==> src/rtl/vw_out_pkg.sv <==
package vw_out_pkg;
  localparam int unsigned WIRES        = 4;
  localparam int unsigned WORD_W       = 32;
  localparam int unsigned IDX_LSB      = 0;
  localparam int unsigned SRC_LSB      = 8;
  localparam int unsigned PAT_LSB      = 12;
  localparam int unsigned CHG_LSB      = 16;
  localparam int unsigned STATE_STRIDE = 8;

  typedef enum logic {
    SEL_CFG   = 1'b0,
    SEL_STATE = 1'b1
  } reg_sel_e;
endpackage

==> src/rtl/vw_out_group.sv <==
module vw_out_group
  import vw_out_pkg::*;
#(
  parameter int unsigned IDX_W = 8,
  parameter int unsigned NSRC  = 4,
  localparam int unsigned SRC_W = $clog2(NSRC)
) (
  input  logic              clk_i,
  input  logic              rst_ni,
  input  logic              cfg_we_i,
  input  logic              st_we_i,
  input  logic [WORD_W-1:0] wdata_i,
  input  logic [NSRC-1:0]   src_rise_i,
  input  logic              ack_i,
  input  logic [WIRES-1:0]  ack_mask_i,
  output logic [IDX_W-1:0]  idx_o,
  output logic [SRC_W-1:0]  src_o,
  output logic [WIRES-1:0]  pat_o,
  output logic [WIRES-1:0]  state_o,
  output logic [WIRES-1:0]  chg_o
);
  logic [WIRES-1:0] wr_st, nxt_st, nxt_chg, clr;
  logic             reload;

  assign reload = src_rise_i[src_o];

  always_comb begin
    for (int w = 0; w < WIRES; w++) wr_st[w] = wdata_i[w*STATE_STRIDE];
    // reload outranks a same-cycle firmware write
    nxt_st  = reload ? pat_o : (st_we_i ? wr_st : state_o);
    clr     = ack_i ? ack_mask_i : '0;
    nxt_chg = (chg_o & ~clr) | (nxt_st ^ state_o);
  end

  always_ff @(posedge clk_i or negedge rst_ni) begin
    if (!rst_ni) begin
      idx_o   <= '0;
      src_o   <= '0;
      pat_o   <= '0;
      state_o <= '0;
      chg_o   <= '0;
    end else begin
      if (cfg_we_i) begin
        idx_o <= wdata_i[IDX_LSB +: IDX_W];
        src_o <= wdata_i[SRC_LSB +: SRC_W];
        pat_o <= wdata_i[PAT_LSB +: WIRES];
      end
      state_o <= nxt_st;
      chg_o   <= nxt_chg;
    end
  end
endmodule

==> src/rtl/vw_out_scan.sv <==
module vw_out_scan
  import vw_out_pkg::*;
#(
  parameter int unsigned NUM_GRP = 11,
  parameter int unsigned IDX_W   = 8,
  parameter int unsigned MIN_IDX = 2,
  localparam int unsigned GRP_W  = $clog2(NUM_GRP)
) (
  input  logic [NUM_GRP-1:0][WIRES-1:0] grp_chg_i,
  input  logic [NUM_GRP-1:0][IDX_W-1:0] grp_idx_i,
  output logic                          valid_o,
  output logic [GRP_W-1:0]              sel_o
);
  always_comb begin
    valid_o = 1'b0;
    sel_o   = '0;
    // descend so the lowest qualifying group is the last to win
    for (int g = NUM_GRP - 1; g >= 0; g--) begin
      if ((|grp_chg_i[g]) && (grp_idx_i[g] >= IDX_W'(MIN_IDX))) begin
        valid_o = 1'b1;
        sel_o   = GRP_W'(g);
      end
    end
  end
endmodule

==> src/rtl/vw_out_tracker.sv <==
module vw_out_tracker
  import vw_out_pkg::*;
#(
  parameter int unsigned NUM_GRP = 11,
  parameter int unsigned IDX_W   = 8,
  parameter int unsigned MIN_IDX = 2,
  parameter int unsigned NSRC    = 4,
  localparam int unsigned GRP_W  = $clog2(NUM_GRP),
  localparam int unsigned SRC_W  = $clog2(NSRC)
) (
  input  logic              clk_i,
  input  logic              rst_ni,
  input  logic              reg_we_i,
  input  logic              reg_sel_i,
  input  logic [GRP_W-1:0]  reg_grp_i,
  input  logic [WORD_W-1:0] reg_wdata_i,
  output logic [WORD_W-1:0] reg_rdata_o,
  input  logic [NSRC-1:0]   rst_line_ni,
  output logic              tx_valid_o,
  input  logic              tx_ready_i,
  output logic [IDX_W-1:0]  tx_index_o,
  output logic [WIRES-1:0]  tx_mask_o,
  output logic [WIRES-1:0]  tx_data_o
);
  logic [NSRC-1:0]                dom_q, dom_rise;
  logic [NUM_GRP-1:0][IDX_W-1:0]  grp_idx;
  logic [NUM_GRP-1:0][SRC_W-1:0]  grp_src;
  logic [NUM_GRP-1:0][WIRES-1:0]  grp_pat, grp_st, grp_chg;
  logic [GRP_W-1:0]               sel_grp;
  logic                           scan_valid, accept;

  // release of an active-low line is its rising edge
  always_ff @(posedge clk_i or negedge rst_ni) begin
    if (!rst_ni) dom_q <= '1;
    else         dom_q <= rst_line_ni;
  end
  assign dom_rise = rst_line_ni & ~dom_q;

  assign accept = scan_valid && tx_ready_i;

  for (genvar g = 0; g < NUM_GRP; g++) begin : g_grp
    logic hit;
    assign hit = reg_we_i && (reg_grp_i == GRP_W'(g));
    vw_out_group #(.IDX_W(IDX_W), .NSRC(NSRC)) i_grp (
      .clk_i,
      .rst_ni,
      .cfg_we_i   (hit && (reg_sel_i == SEL_CFG)),
      .st_we_i    (hit && (reg_sel_i == SEL_STATE)),
      .wdata_i    (reg_wdata_i),
      .src_rise_i (dom_rise),
      .ack_i      (accept && (sel_grp == GRP_W'(g))),
      .ack_mask_i (grp_chg[g]),
      .idx_o      (grp_idx[g]),
      .src_o      (grp_src[g]),
      .pat_o      (grp_pat[g]),
      .state_o    (grp_st[g]),
      .chg_o      (grp_chg[g])
    );
  end

  vw_out_scan #(.NUM_GRP(NUM_GRP), .IDX_W(IDX_W), .MIN_IDX(MIN_IDX)) i_scan (
    .grp_chg_i (grp_chg),
    .grp_idx_i (grp_idx),
    .valid_o   (scan_valid),
    .sel_o     (sel_grp)
  );

  assign tx_valid_o = scan_valid;
  assign tx_index_o = scan_valid ? grp_idx[sel_grp] : '0;
  assign tx_mask_o  = scan_valid ? grp_chg[sel_grp] : '0;
  assign tx_data_o  = scan_valid ? grp_st[sel_grp]  : '0;

  always_comb begin
    reg_rdata_o = '0;
    for (int g = 0; g < NUM_GRP; g++) begin
      if (reg_grp_i == GRP_W'(g)) begin
        if (reg_sel_i == SEL_STATE) begin
          for (int w = 0; w < WIRES; w++) reg_rdata_o[w*STATE_STRIDE] = grp_st[g][w];
        end else begin
          reg_rdata_o[IDX_LSB +: IDX_W] = grp_idx[g];
          reg_rdata_o[SRC_LSB +: SRC_W] = grp_src[g];
          reg_rdata_o[PAT_LSB +: WIRES] = grp_pat[g];
          reg_rdata_o[CHG_LSB +: WIRES] = grp_chg[g];
        end
      end
    end
  end
endmodule

==> config.mk <==
export PLATFORM = sky130hd
export DESIGN_NAME = vw_out_tracker
export DESIGN_NICKNAME = d
export VERILOG_FILES = /design/src/rtl/vw_out_pkg.sv /design/src/rtl/vw_out_group.sv /design/src/rtl/vw_out_scan.sv /design/src/rtl/vw_out_tracker.sv
export SDC_FILE = /design/constraint.sdc
export NUM_CORES = 1
export LEC_CHECK = 0
export CAP_MARGIN = 15
export CORE_ASPECT_RATIO = 0.5
export CORE_MARGIN = 5
export CORE_UTILIZATION = 54
export CTS_CLUSTER_SIZE = 20
export DETAILED_ROUTE_END_ITERATION = 10
export HOLD_SLACK_MARGIN = 0.03
export PLACE_DENSITY = 0.77
export SLEW_MARGIN = 20
export SYNTH_ARGS = -nofsm -noshare
export SYNTH_HDL_FRONTEND = slang
export SYNTH_SLANG_ARGS = --single-unit
==> constraint.sdc <==
create_clock -name clk_i -period 2.84 [get_ports clk_i]
set_clock_uncertainty 0.15 [all_clocks]
set_input_delay 0.284 -clock clk_i [delete_from_list [all_inputs] [get_ports clk_i]]
set_output_delay 0.284 -clock clk_i [all_outputs]
set_load 0.02 [all_outputs]
== Yosys cells after proc, flatten, opt, wreduce, memory -nomap -nowiden ==
Index checks and enable logic that the tools add are counted.
Storage, ports and cells
  bits in registers: 246
  input port bits: 45
  output and inout bits: 49
Operators by class
  magnitude comparators: 23
  equal/unequal tests: 20
  mux-type cells: 207
  bitwise operators: 47
  reduce and logical (&&, ||, !) cells: 69
Operator list (count)
  two-way mux 4 bit: 59
  two-way mux 10 bit: 11
  two-way mux 8 bit: 13
  greater-or-equal comparator 8 x 2 -> 1 bit (second input constant): 11
  two-way mux 1 bit: 88
  two-way mux 7 bit: 11
  logical AND 1 bit: 56
  bitwise AND 4 bit: 12
  inverter 4 bit: 12
  OR 4 bit: 11
  OR reduction 4 bit: 11
  XOR 4 bit: 11
  less-than comparator 2 x 3 -> 1 bit (second input constant): 11
  two-way mux 3 bit: 11
  binary-select mux 4 bit (select 4 bit): 2
  binary-select mux 8 bit (select 4 bit): 1
  == test 4 x 3 -> 1 bit (second input constant): 8
  == test 4 bit (second input constant): 6
  binary-select mux 1 bit (select 2 bit): 11
  == test 4 x 2 -> 1 bit (second input constant): 4
  == test 4 x 1 -> 1 bit (second input constant): 2
  logical NOT 4 bit: 2
  less-than comparator 4 x 5 -> 1 bit (second input constant): 1
  inverter 1 bit: 1

== Depth between registers and ports, before layout ==
  depth in word-level cells: 22
  mapped depth: 10
  mapped depth without buffers: 7

== Modules after synthesis ==
From an unflattened synthesis, not the netlist that was laid out.
Unflattened totals
  cells, all modules: 1545
  area, all modules: 15856.5 um^2
Modules (own cells, without submodules)
  vw_out_group: times used 11, cells an instance 75, area an instance 978.4 um^2, sequential area each 550.5 um^2
  vw_out_tracker: times used 1, cells an instance 657, area an instance 4673.2 um^2, sequential area each 105.1 um^2
  vw_out_scan: times used 1, cells an instance 63, area an instance 420.4 um^2, sequential area each 0.0 um^2

== Worst setup path after synthesis ==
Ideal clock, no wire load.
  path type: reg2out
  start point: register g_grp[5].i_grp.idx_o[5]
  end point: output port tx_mask_o[1]
  data arrival time: 3.069 ns
  data required time: 2.406 ns
  path slack: -0.663 ns
  stages on the path, launching flop included: 9
  path buffers: 1
  cell sequence: dfrtp_1 or4_1 o41a_1 o211a_4 a211oi_4 buf_4 a31oi_1 a22o_1 a221oi_1
Between the ends
  word-level cells in the longest chain between the ends: 11
  elaborated cells between the ends (all ways): 17
  classes of those cells: order compare (1); mux (15); reduce/logical (1)
Ends and longest elaborated chain
  start: declaration: line vw_out_group.sv:16  | output logic [IDX_W-1:0] idx_o,
  start signal: assignment: line vw_out_group.sv:44  | idx_o <= wdata_i[IDX_LSB +: IDX_W];
  greater-or-equal comparator 8 x 2 -> 1 bit *: line vw_out_scan.sv:19  | if ((|grp_chg_i[g]) && (grp_idx_i[g] >= IDX_W'(MIN_IDX))) begin
  logical AND 1 bit *: line vw_out_scan.sv:19
  two-way mux 4 bit (6 in a row): line vw_out_scan.sv:19
  binary-select mux 4 bit (select 4 bit): line vw_out_tracker.sv:70  | assign tx_mask_o = scan_valid ? grp_chg[sel_grp] : '0;
  two-way mux 4 bit (implied by the code): line vw_out_tracker.sv:70
  two-way mux 4 bit *: line vw_out_tracker.sv:70
  end: declaration: line vw_out_tracker.sv:22  | output logic [WIRES-1:0] tx_mask_o,
Every way passes the cells marked *; elsewhere a longest branch is shown, timed or not. The select of a mux whose other input is x is not followed.

== Worst setup path in the final report ==
  start point: register g_grp[2].i_grp.idx_o[5]
  end point: output port tx_mask_o[3]
Between the ends
  word-level cells in the longest chain between the ends: 8
  elaborated cells between the ends (all ways): 11
  classes of those cells: order compare (1); mux (9); reduce/logical (1)
Ends and longest elaborated chain (line)
  start: declaration: vw_out_group.sv:16
  start signal: assignment: vw_out_group.sv:44
  greater-or-equal comparator 8 x 2 -> 1 bit *: vw_out_scan.sv:19
  logical AND 1 bit *: vw_out_scan.sv:19
  two-way mux 4 bit (3 in a row): vw_out_scan.sv:19
  binary-select mux 4 bit (select 4 bit): vw_out_tracker.sv:70
  two-way mux 4 bit (implied by the code): vw_out_tracker.sv:70
  two-way mux 4 bit *: vw_out_tracker.sv:70
Marked as above.

==> summary.md <==
| Metric | Value |
|---|---|
| Antenna cells | `0` |
| CTS buffer count | `24` |
| Worst-Margin Slew | `1252 ps` |
| P_leak | `0.009049 uW` |
| Post-layout min period | `4059 ps` |
| Fmax | `246.4 MHz` |
| CTS tree | `done` |
| Die height | `123.9 microns` |
| Clock latency on the worst-skew pair | `550 ps` |
| Full die area | `0.02947 sq mm` |
| CTS clk-pin slew, worst paths | `70 ps` |
| Synthesized instance count | `1,296` |
| Fin crit share | `142.9%` |
| Sink Count | `246` |
| FF-to-FF setup slack | `-470 ps` |
| Layout area overhead | `44.81%` |
| Cell Rows | `41` |
| # port buffers | `64` |
| Post-synthesis compound-gate area fraction | `19.66%` |
| Final Util | `79.92%` |
| Mux cell area share after synthesis | `21.47%` |
| Total power | `15,730 uW` |
| Hold/Removal Path Class | `input port to asynchronous set/reset pin` |
| Final setup viols | `59` |
| WL final | `60.14 mm` |
| Fill count | `1,526` |
| Antenna violations before repair | `1` |
| Share of the synthesized area in the top cell type | `43.21%` |
| Final worst slack | `-1219 ps` |
| Pwr Density | `775.3 mW/mm^2` |
| Slew Viols, Final | `0` |
| DRC Markers | `0` |
| Layout cell share with drive strength beyond 1 | `48.23%` |
| Initial DRC Count | `2,200` |
| Overall die width | `237.8 microns` |
| Final hold vios | `0` |
| Mapped cell area | `0.01401 sq mm` |
| Core area | `0.02539 sq mm` |
| Routability congestion estimate | `1.058` |
| Pre-CTS WS | `-1200 ps` |
| Area share of fa/ha/maj cells after synthesis | `0%` |
| Buffer depth of the longest clock path | `3` |
| Total GRT Usage | `39.79%` |
| Failing checks | `negative setup slack` |
| Initial DRT Pass Iterations | `8` |
| Share of synthesized registers carrying an async set or reset | `100.0%` |
| Placed Area | `0.01799 sq mm` |
| Critical Path RT | `2410 ps` |
| Worst EP arrival | `3620 ps` |
| Combinational family with the most area after synthesis | `multiplexers` |
| GRT overflow | `0` |
| Register area share after synthesis | `43.96%` |
| Htree depth | `1` |
| EDFF count, synth | `0` |
| Max-Cap Viols | `0` |
| Number of synthesized register bits | `246` |
| CP Max Fanout | `21` |
| Headroom to the max-slew limit | `16.31%` |
| VDD IR max | `609.1 uV` |
| Synth warn | `0` |
| XOR/XNOR Fraction of Synth Area | `2.750%` |
| RSZ-0062 raised after global routing | `true` |
| Via count | `14,103` |
| Final #Nets | `1,781` |
| Final Instance Count excl. Fillers | `2,098` |
| Top cell type by total area after synthesis | `dfrtp_1` |
| Most instantiated library cell after synthesis | `dfrtp_1` |
| Root Buffer Master | `clkbuf_16` |
| Post-Synth Simple-Gate Area | `8.830%` |
| Ys flop type | `dfrtp_1` |
| Status | `complete, but fails checks` |
| Synth cell types | `67` |
| Global-route wire length before repair | `87.38 mm` |
| Most frequent cells after synthesis | `dfrtp_1 (242), mux2_2 (183), nand2_1 (142), o21ai_0 (85), mux2i_1 (70)` |
| Drt wl/cell | `28.67 microns` |
| DR vias/cell | `6.722` |
| CP endpoint kind | `primary output` |
| Final instance area | `0.02029 sq mm` |
| Syn_area_per_cell | `10.81 sq um` |
| I/O Pins | `94` |
| Initial Util | `55.19%` |
| Synth top area cells | `dfrtp_1 (43%), mux2_2 (15%), mux2i_1 (5.0%)` |
| Placed cell count | `1,982` |
| Startpoint Class | `register` |
| Setup CP Type | `register to primary output` |
| Post-route ant nets | `0` |
| Post-DP HPWL | `44.62 mm` |
| Largest net degree at the start of global routing | `91` |
| Via count of the first global-routing pass | `13,781` |
[final timing paths]
path / from / endpoint / cells past startpoint
max: g_grp[2].i_grp.idx_o[5]$_DFFE_PN0P_ / tx_mask_o[3] / 9
max reg2reg: g_grp[3].i_grp.idx_o[5]$_DFFE_PN0P_ / g_grp[4].i_grp.chg_o[2]$_DFF_PN0_ / 12
min in group clk_i: g_grp[3].i_grp.idx_o[0]$_DFFE_PN0P_ / g_grp[3].i_grp.idx_o[0]$_DFFE_PN0P_ / 1
min reg2reg: g_grp[3].i_grp.idx_o[0]$_DFFE_PN0P_ / g_grp[3].i_grp.idx_o[0]$_DFFE_PN0P_ / 1
max in group asynchronous: rst_ni / g_grp[7].i_grp.chg_o[3]$_DFF_PN0_ / 3
min: rst_ni / g_grp[0].i_grp.state_o[2]$_DFF_PN0_ / 2
[cells by family after synthesis]
| logic type | after synthesis |
|---|---|
| AOI/OAI and AO/OA | 374 |
| xor gates and xnor gates | 44 |
| buffers and inverters | 104 |
| DFF | 246 |
| muxes | 264 |
| other | 1 |
| and+or+nand+nor | 263 |
[sequential cells by signal, summed over array words and instances (netlist names)]
| register | count |
|---|---|
| g_grp.i_grp.idx_o | 88 |
| g_grp.i_grp.chg_o | 44 |
| g_grp.i_grp.pat_o | 44 |
| g_grp.i_grp.state_o | 44 |
| g_grp.i_grp.src_o | 22 |
| dom_q | 4 |
[timing repair]
item,CTS,global route
pin swaps,56,41
gates resized for setup,293,71
hold endpoints to repair,86,0
endpoints found under the setup margin,76,72
setup buffers,34,35
hold buffers,5,0
[layer usage]
| layer | wire, microns | up-vias | part of all wire [%] | global-route usage (%) |
|---|---|---|---|---|
| met5 | 12 | - | 0.020 | 2.862 |
| met4 | 1307 | 2 | 2.2 | 7.169 |
| met3 | 10120 | 143 | 17 | 18.54 |
| met2 | 24030 | 1071 | 40 | 54.56 |
| met1 | 24680 | 7063 | 41 | 57.83 |
| li1 | - | 5824 | - | - |
[where the power goes]
group	switching [uW]	internal (uW)	total [uW]
Clock	1480	2060	3530
Sequential	873	4260	5130
Combinational	3670	3400	7070
Total	6020	9720	15700
[cell usage in the layout (no fill, tap or decap), types with 25 or more instances in the layout]
master,count
buf_4,364
dfrtp_1,240
mux2_2,174
nand2_1,133
o21ai_0,83
buf_6,68
mux2i_1,67
a22oi_1,44
a21o_1,28
clkbuf_16,25
[layout make-up]
class	instances	area [sq um]	area share, %
well taps	344	430.4	2.121
clock buffers	29	670.6	3.305
repair buffers	505	4431	21.83
multi-input cells	958	8404	41.41
flip-flops and latches	246	6163	30.37
clock inverters	15	190.2	0.9372
inverters	1	3.754	0.01850
[worst max-delay path, stage by stage, from the launching register on]
cell and delay (ps):
dfrtp_1 380, or4_4 550, o41a_1 480, a211o_1 350
o21ai_2 210, buf_12 190, a31oi_1 110, a22o_1 240
a221oi_2 360, buf_4 210
[per-stage QoR]
stage / hold slack (ps) / setup TNS, ps
floorplan: -161.6 / -8920
global placement: 206.1 / -38950
detailed placement: 213.8 / -42500
CTS: 250.0 / -28490
global route: 260.2 / -35730
finish: 213.5 / -31850
No activity file was read; power rests on OpenSTA's default activity.
